`src/rtl/sf_dma_pkg.sv`:
```
package sf_dma_pkg;
  localparam int NSRC     = 3;
  localparam int SRC_RX   = 0;
  localparam int SRC_TX   = 1;
  localparam int SRC_FIFO = 2;

  localparam int ADDR_RXD   = 0;
  localparam int ADDR_TXD   = 1;
  localparam int ADDR_DMAEN = 2;
  localparam int ADDR_IRQEN = 3;
  localparam int ADDR_STAT  = 4;

  typedef enum logic [1:0] {
    SEL_NONE   = 2'd0,
    SEL_DMAEN  = 2'd1,
    SEL_IRQEN  = 2'd2,
    SEL_STATUS = 2'd3
  } rdSel_e;

  typedef struct packed {
    logic   clrRx;
    logic   clrTx;
    logic   wrDmaEn;
    logic   wrIrqEn;
    rdSel_e rdSel;
  } regStb_t;
endpackage

```
`src/rtl/sf_dma_ctrl.sv`:
```
module sf_dma_ctrl
  import sf_dma_pkg::*;
#(
  parameter int ADDR_W = 3
) (
  input  logic              regWrEn,
  input  logic              regRdEn,
  input  logic [ADDR_W-1:0] regAddr,
  output regStb_t           stb
);
  always_comb begin
    stb       = '0;
    stb.rdSel = SEL_NONE;
    case (int'(regAddr))
      ADDR_RXD:   stb.clrRx   = regRdEn;
      ADDR_TXD:   stb.clrTx   = regWrEn;
      ADDR_DMAEN: begin
        stb.wrDmaEn = regWrEn;
        stb.rdSel   = SEL_DMAEN;
      end
      ADDR_IRQEN: begin
        stb.wrIrqEn = regWrEn;
        stb.rdSel   = SEL_IRQEN;
      end
      ADDR_STAT:  stb.rdSel = SEL_STATUS;
      default:    stb.rdSel = SEL_NONE;
    endcase
  end
endmodule

```
`src/rtl/sf_dma_dp.sv`:
```
module sf_dma_dp
  import sf_dma_pkg::*;
#(
  parameter int NCH    = 4,
  parameter int DATA_W = 32
) (
  input  logic              clk,
  input  logic              rstN,
  input  logic              rxLoadEvt,
  input  logic              txLoadEvt,
  input  logic              fifoWordEvt,
  input  logic              fifoDrained,
  input  regStb_t           stb,
  input  logic [DATA_W-1:0] regWrData,
  output logic [DATA_W-1:0] regRdData,
  output logic [NCH-1:0]    dmaReq,
  output logic              irqReq
);
  localparam int EN_W = NCH * NSRC;

  logic [NSRC-1:0] flags;
  logic [NSRC-1:0] setEvt;
  logic [NSRC-1:0] clrEvt;
  logic [EN_W-1:0] dmaEn;
  logic [1:0]      irqEn;
  logic            cfgErr;
  logic [NCH-1:0]  chConflict;
  logic [NCH-1:0]  reqNext;

  assign setEvt = {fifoWordEvt, txLoadEvt, rxLoadEvt};
  assign clrEvt = {fifoDrained, stb.clrTx, stb.clrRx};

  // Flags: a set event takes priority over a clear in the same cycle
  for (genvar s = 0; s < NSRC; s++) begin : g_flag
    always_ff @(posedge clk or negedge rstN) begin
      if (!rstN)          flags[s] <= 1'b0;
      else if (setEvt[s]) flags[s] <= 1'b1;
      else if (clrEvt[s]) flags[s] <= 1'b0;
    end
  end

  always_ff @(posedge clk or negedge rstN) begin
    if (!rstN) begin
      dmaEn <= '0;
      irqEn <= '0;
    end else begin
      if (stb.wrDmaEn) dmaEn <= regWrData[EN_W-1:0];
      if (stb.wrIrqEn) irqEn <= regWrData[1:0];
    end
  end

  // Per-channel effective enable: interrupt ownership masks DMA
  for (genvar c = 0; c < NCH; c++) begin : g_chan
    logic [NSRC-1:0] chEn;
    logic [NSRC-1:0] effEn;
    assign chEn          = dmaEn[c*NSRC +: NSRC];
    assign effEn         = chEn & ~{1'b0, irqEn};
    assign chConflict[c] = |(chEn[1:0] & irqEn);
    assign reqNext[c]    = |(flags & effEn);
  end

  always_ff @(posedge clk or negedge rstN) begin
    if (!rstN) begin
      dmaReq <= '0;
      irqReq <= 1'b0;
      cfgErr <= 1'b0;
    end else begin
      dmaReq <= reqNext;
      irqReq <= |(flags[1:0] & irqEn);
      cfgErr <= cfgErr | (|chConflict);
    end
  end

  always_comb begin
    regRdData = '0;
    case (stb.rdSel)
      SEL_DMAEN:  regRdData[EN_W-1:0] = dmaEn;
      SEL_IRQEN:  regRdData[1:0]      = irqEn;
      SEL_STATUS: regRdData[3:0]      = {cfgErr, flags};
      default:    regRdData           = '0;
    endcase
  end

  // Assertions
  p_set_wins_r5: assert property (@(posedge clk) disable iff (!rstN)
    (|setEvt) |=> ((flags & $past(setEvt)) == $past(setEvt)));

  p_rx_clear_r2: assert property (@(posedge clk) disable iff (!rstN)
    (stb.clrRx && !rxLoadEvt) |=> !flags[SRC_RX]);

  p_tx_clear_r3: assert property (@(posedge clk) disable iff (!rstN)
    (stb.clrTx && !txLoadEvt) |=> !flags[SRC_TX]);

  p_req_needs_flag_r7: assert property (@(posedge clk) disable iff (!rstN)
    (|dmaReq) |-> $past(|flags));

  p_irq_masks_dma_r9: assert property (@(posedge clk) disable iff (!rstN)
    (flags == 3'b001 && irqEn[0]) |=> (dmaReq == '0));

  p_err_sticky_r9: assert property (@(posedge clk) disable iff (!rstN)
    cfgErr |=> cfgErr);
endmodule

```
`src/rtl/sf_dma_req.sv`:
```
module sf_dma_req
  import sf_dma_pkg::*;
#(
  parameter int NCH    = 4,
  parameter int ADDR_W = 3,
  parameter int DATA_W = 32
) (
  input  logic              clk,
  input  logic              rstN,
  input  logic              rxLoadEvt,
  input  logic              txLoadEvt,
  input  logic              fifoWordEvt,
  input  logic              fifoDrained,
  input  logic              regWrEn,
  input  logic              regRdEn,
  input  logic [ADDR_W-1:0] regAddr,
  input  logic [DATA_W-1:0] regWrData,
  output logic [DATA_W-1:0] regRdData,
  output logic [NCH-1:0]    dmaReq,
  output logic              irqReq
);
  regStb_t stb;

  sf_dma_ctrl #(.ADDR_W(ADDR_W)) u_ctrl (
    .regWrEn (regWrEn),
    .regRdEn (regRdEn),
    .regAddr (regAddr),
    .stb     (stb)
  );

  sf_dma_dp #(.NCH(NCH), .DATA_W(DATA_W)) u_dp (
    .clk         (clk),
    .rstN        (rstN),
    .rxLoadEvt   (rxLoadEvt),
    .txLoadEvt   (txLoadEvt),
    .fifoWordEvt (fifoWordEvt),
    .fifoDrained (fifoDrained),
    .stb         (stb),
    .regWrData   (regWrData),
    .regRdData   (regRdData),
    .dmaReq      (dmaReq),
    .irqReq      (irqReq)
  );
endmodule

```
`config.mk`:
```
export PLATFORM = sky130hd
export DESIGN_NAME = sf_dma_req
export DESIGN_NICKNAME = d
export VERILOG_FILES = /design/src/rtl/sf_dma_pkg.sv /design/src/rtl/sf_dma_ctrl.sv /design/src/rtl/sf_dma_dp.sv /design/src/rtl/sf_dma_req.sv
export SDC_FILE = /design/constraint.sdc
export NUM_CORES = 1
export LEC_CHECK = 0
export BUFFER_PORTS_ARGS = -buffer_cell sky130_fd_sc_hd__buf_2
export CORE_ASPECT_RATIO = 0.7
export CORE_MARGIN = 3
export CORE_UTILIZATION = 43
export DETAILED_ROUTE_END_ITERATION = 8
export HOLD_SLACK_MARGIN = 0.06
export PLACE_DENSITY = 0.83
export SYNTH_ARGS = -nofsm -noshare
export SYNTH_HDL_FRONTEND = slang
export SYNTH_SLANG_ARGS = --single-unit
```
`constraint.sdc`:
```
create_clock -name clk -period 1.4 [get_ports clk]
set_clock_uncertainty 0.1 [all_clocks]
set_input_delay 0.28 -clock clk [delete_from_list [all_inputs] [get_ports clk]]
set_output_delay 0.28 -clock clk [all_outputs]
set_load 0.03 [all_outputs]
```
# Yosys cells after proc, flatten, opt, wreduce, memory -nomap -nowiden
# Index checks and enable logic that the tools add are counted.
[totals] ff_bits=23 out_inout_bits=37 input_bits=43
[op_classes] eq_ne=7 bitwise_logic=15 n_reduce_logical=10 muxes=14
[ops] cell="$and A3 B3 Y3" n=8
[ops] cell="$pmux W2 S3" n=2
[ops] cell="$reduce_or A3 Y1" n=4
[ops] cell="$and A2 B2 Y2" n=5
[ops] cell="$mux W1" n=10
[ops] cell="$mux W8" n=1
[ops] cell="$reduce_or A8 Y1" n=1
[ops] cell="$eq A3 B2 Y1 const B" n=2
[ops] cell="$reduce_bool A2 Y1" n=3
[ops] cell="$eq A2 B2 Y1 const B" n=2
[ops] cell="$pmux W2 S2" n=1
[ops] cell="$eq A3 B1 Y1 const B" n=1
[ops] cell="$eq A3 B3 Y1 const B" n=1
[ops] cell="$logic_not A3 Y1" n=1
[ops] cell="$not A2 Y3" n=1
[ops] cell="$eq A2 B1 Y1 const B" n=1
[ops] cell="$reduce_or A2 Y1" n=1
[ops] cell="$or A1 B1 Y1" n=1

# Depth between registers and ports, before layout
[logic_depth] word_depth=4 mapped_depth=4

# By module
# From an unflattened synthesis, not the netlist that was laid out.
[hier_totals] cells_unflattened=113 area_unflattened_um2=1276.2
[modules_own_cells] module="sf_dma_dp" cells_each=104 area_each_um2=1204.9 n_inst=1
[modules_own_cells] module="sf_dma_ctrl" cells_each=9 area_each_um2=71.3 n_inst=1

# Least setup slack after synthesis
# No wires, ideal clock.
[synth_timing] path_type="input-to-output" start="input port regAddr[1]" end="output port regRdData[10]" arrival_ns=1.137 cell_stages=3 t_required_ns=1.020 n_path_buf=1 slack_ns=-0.117 cell_sequence="clkbuf_1 nor3b_2 and2_1"
[synth_via] elab_chain_cells=4 word_cells_on_any_way=6 classes_between="eq/ne (4); mux (2)"
[synth_rtl] item="start: declaration" line_no="sf_dma_req.sv:16" rtl="input logic [ADDR_W-1:0] regAddr,"
[synth_rtl] item="$eq A3 B3 Y1 / $eq A3 B2 Y1 (equally long branches)" line_no="sf_dma_ctrl.sv:14" rtl="case (int'(regAddr))"
[synth_rtl] item="$pmux W2 S3 *" line_no="sf_dma_ctrl.sv:14"
[synth_rtl] item="$eq A2 B1 Y1 *" line_no="sf_dma_dp.sv:76" rtl="case (stb.rdSel)"
[synth_rtl] item="$mux W8 *" line_no="sf_dma_dp.sv:76"
[synth_rtl] item="end: declaration" line_no="sf_dma_req.sv:18" rtl="output logic [DATA_W-1:0] regRdData,"
# Mark *: on every way between the ends. The rest lies on a longest branch, timed or not.

# Worst setup path after layout
[layout_timing] start="register u_dp.flags[0]" end="output port regRdData[0]"
[layout_via] elab_chain_cells=1
[layout_rtl] item="start: declaration" line_no="sf_dma_dp.sv:21" rtl="logic [NSRC-1:0] flags;"
[layout_rtl] item="start signal: indexed assignment" line_no="sf_dma_dp.sv:36" rtl="if (!rstN) flags[s] <= 1'b0;"
[layout_rtl] item="start signal: indexed assignment" line_no="sf_dma_dp.sv:37" rtl="else if (setEvt[s]) flags[s] <= 1'b1;"
[layout_rtl] item="start signal: indexed assignment" line_no="sf_dma_dp.sv:38" rtl="else if (clrEvt[s]) flags[s] <= 1'b0;"
[layout_rtl] item="$pmux W2 S3" line_no="sf_dma_dp.sv:76"
# No other way between the ends.

==> results.ini <==
[timing]
grt_setup_unrepaired=true
slew_viol_final=0
hold_ws_ns=0.09331
setup_viol=4
post-route-worst-setup-slack_ns=-0.07811
hold_viol=0
period_share=1.056
timing.fmax_mhz=676.5
period_needed_ns=1.478

[route]
wl_um=3067
first_pass_iters=4
vias=1053
final_antenna_net_count=0
viasPerCell=5.014
drc=0
post_drt_wl_per_cell_um=14.60
drt_iter0_drc=44

[synth]
synthArstFlopShare=1.000
synth_edf_count=0
synth.area.top_cells=dfrtp_1 (43%), buf_4 (11%), mux2_4 (11%)
synthFlopType=dfrtp_1
ys_ff_latch=23
synth_top_cell_by_area=dfrtp_1
synth_area_um2=1324
avgSynthCellArea_um2=11.93
yosysWarningCount=0
yosysUniqueCellTypes=27
yosysSeqAreaShare=0.4348
synth_top_cell_area_share=0.4348
syn_inst=111

[global_routing]
grt_pass1_wl_um=5023
globalRouteOverflowTotal=0
grt_pass1_vias=1003
grt_util_all_layers=0.1745
antenna_found_initial=0
grt_max_degree=24

[worst_setup_path]
cp_max_fo=7
regToRegEndpoint=u_dp.cfgErr$_DFF_PN0_
path_class=reg2out
crit_path_end_kind=output pin
cp-startpoint=u_dp.flags[0]$_DFFE_PN0P_
r2r-start=u_dp.dmaEn[1]$_DFFE_PN0P_
critPathLaunchType=flop
r2r_cells=3
arrival_ns=1.10
rrSetupSlack_ns=0.03
cp.required_ns=1.02
cp-endpoint=regRdData[0]

[clocking]
root_buffer=clkbuf_8
cts.sinks=23
cts_buffers=3
htreeDepth=1
cts_max_path_buffers=2
clkTransAtPathRegs_ns=0.08
cts_tree=built
worstSkewPairLatency_ns=0.26

[place]
dp_hpwl_um=2159
placed_area_um2=1578
routabilityCongestion=0.8545
io_buffers=39

[power_and_ir_drop]
p_switching_uw=731.9
clock_power_share=0.192
p_leak_uw=0.0008983
power_density_nw_per_um2=1153
p_int_uw=1393
seqPwrFrac=0.424
switching_share=0.3444
max-vdd-ir-drop_mv=0.5363
combPwrFrac=0.384

[die]
dieArea_um2=3791
die_w_um=72.32
rows=16
ios=80
start_util=0.4624
die_h_um=52.42
core_area_um2=2863

[cells_and_area]
regArea_um2=578.1
drive_above_1_share=0.5460
syn2layout_area_growth_pct=39.23
fin_nets=218
multiInputGateArea_um2=664.4
fin_area_um2=1843
antenna_cells=0
fillers=223

[outcome]
status=complete, but fails checks
violations=negative setup slack

[job]
maxCapViolCount=0

[worst_hold_path]
hp-class=in2reg

==> flip-flops by register name, indices dropped and copies added (netlist names) <==
signal / count
u_dp.cfgErr: 1
u_dp.dmaEn: 12
u_dp.dmaReq: 4
u_dp.flags: 3
u_dp.irqEn: 2
u_dp.irqReq: 1
==> worst min-delay path by stage <==
| stage | from | to | slack [ns] | cells after the start |
|---|---|---|---|---|
| floorplan | rstN | u_dp.cfgErr$_DFF_PN0_ | -0.12 | 0 |
| global placement | rstN | u_dp.flags[2]$_DFFE_PN0P_ | 0.17 | 1 |
| detailed placement | rstN | u_dp.dmaEn[5]$_DFFE_PN0P_ | 0.18 | 1 |
| finish | fifoWordEvt | u_dp.flags[2]$_DFFE_PN0P_ | 0.09 | 2 |
| CTS | fifoWordEvt | u_dp.flags[2]$_DFFE_PN0P_ | 0.09 | 2 |
| global route | fifoWordEvt | u_dp.flags[2]$_DFFE_PN0P_ | 0.1 | 2 |
==> stage by stage <==
step	util	TNS, ns	total power (uW)	setup slack, ns	cells
3_5_place_dp	0.5511	-2.280	1578	-0.1363	194
3_3_place_gp	0.5511	-1.806	1553	-0.1151	194
4_1_cts	0.6316	-0.1351	2110	-0.06416	208
6_report	0.6438	-0.1917	2125	-0.07811	210
2_1_floorplan	-	-1.150	1415	-0.07868	130
5_1_grt	0.6438	-0.6396	2232	-0.1322	210
==> Yosys cell counts (2+ instances only) <==
| cell | instances |
|---|---|
| dfrtp_1 | 23 |
| buf_4 | 20 |
| nand3b_1 | 13 |
| mux2_4 | 10 |
| and2_1 | 8 |
| mux2_2 | 4 |
| nand2_1 | 4 |
| nand3_1 | 4 |
| a21o_1 | 3 |
| a21oi_1 | 2 |
| mux2i_1 | 2 |
| o2bb2ai_1 | 2 |
| o41ai_1 | 2 |
==> power by group through the flow <==
stage / combinational, uW / clock, uW / sequential [uW]
after floorplan: 423 / 0 / 992
after global placement: 623 / 0 / 930
after detailed placement: 637 / 0 / 941
after CTS: 799 / 418 / 893
after global routing: 872 / 442 / 918
final: 816 / 408 / 901
==> cell families (layout without fill, tap and decap cells) <==
logic type	count (synthesis)	in the layout	synth area share
other	1	20	0.002833
AOI/OAI and AO/OA	10	10	0.05766
DFF	23	23	0.4348
and+or+nand+nor	36	36	0.1994
buffers and inverters	25	69	0.1427
muxes	16	16	0.1626
==> per-layer routing <==
| metal | wire length (um) | track usage |
|---|---|---|
| met1 | 1246 | 0.2194 |
| met2 | 1517 | 0.3006 |
| met3 | 280 | 0.05364 |
| met4 | 21 | 0.02813 |
| met5 | 0 | 0 |
==> layout by cell type, fill, tap and decap left out, drive strengths merged, types with 3 or more instances in the layout <==
master	Yosys	final
a21o	3	3
and2	8	8
buf	23	63
clkbuf	1	3
conb	1	20
dfrtp	23	23
mux2	14	14
nand2	4	4
nand3	4	4
nand3b	13	13
==> worst max-delay path, cell delays in order (launching register included) <==
cell,delay [ns]
dfrtp_1,0.48
o2bb2ai_1,0.17
buf_4,0.19
==> cell type report <==
class                   instances  area share
repair buffers                 64      0.2743
well taps                      36     0.02444
flip-flops and latches         23      0.3136
inverters                       1    0.002037
clock inverters                 1    0.002716
multi-input cells              82      0.3605
clock buffers                   3     0.02240
==> what timing repair did <==
| item | 4_1_cts | 5_1_grt |
|---|---|---|
| pin swaps | 2 | 6 |
| hold buffers | 1 | 0 |
| setup buffers | 10 | 2 |
| gates resized for setup | 35 | 9 |
| hold endpoints to repair | 23 | 0 |
| setup endpoints to repair | 12 | 12 |
No activity file was read; power rests on OpenSTA's default activity.
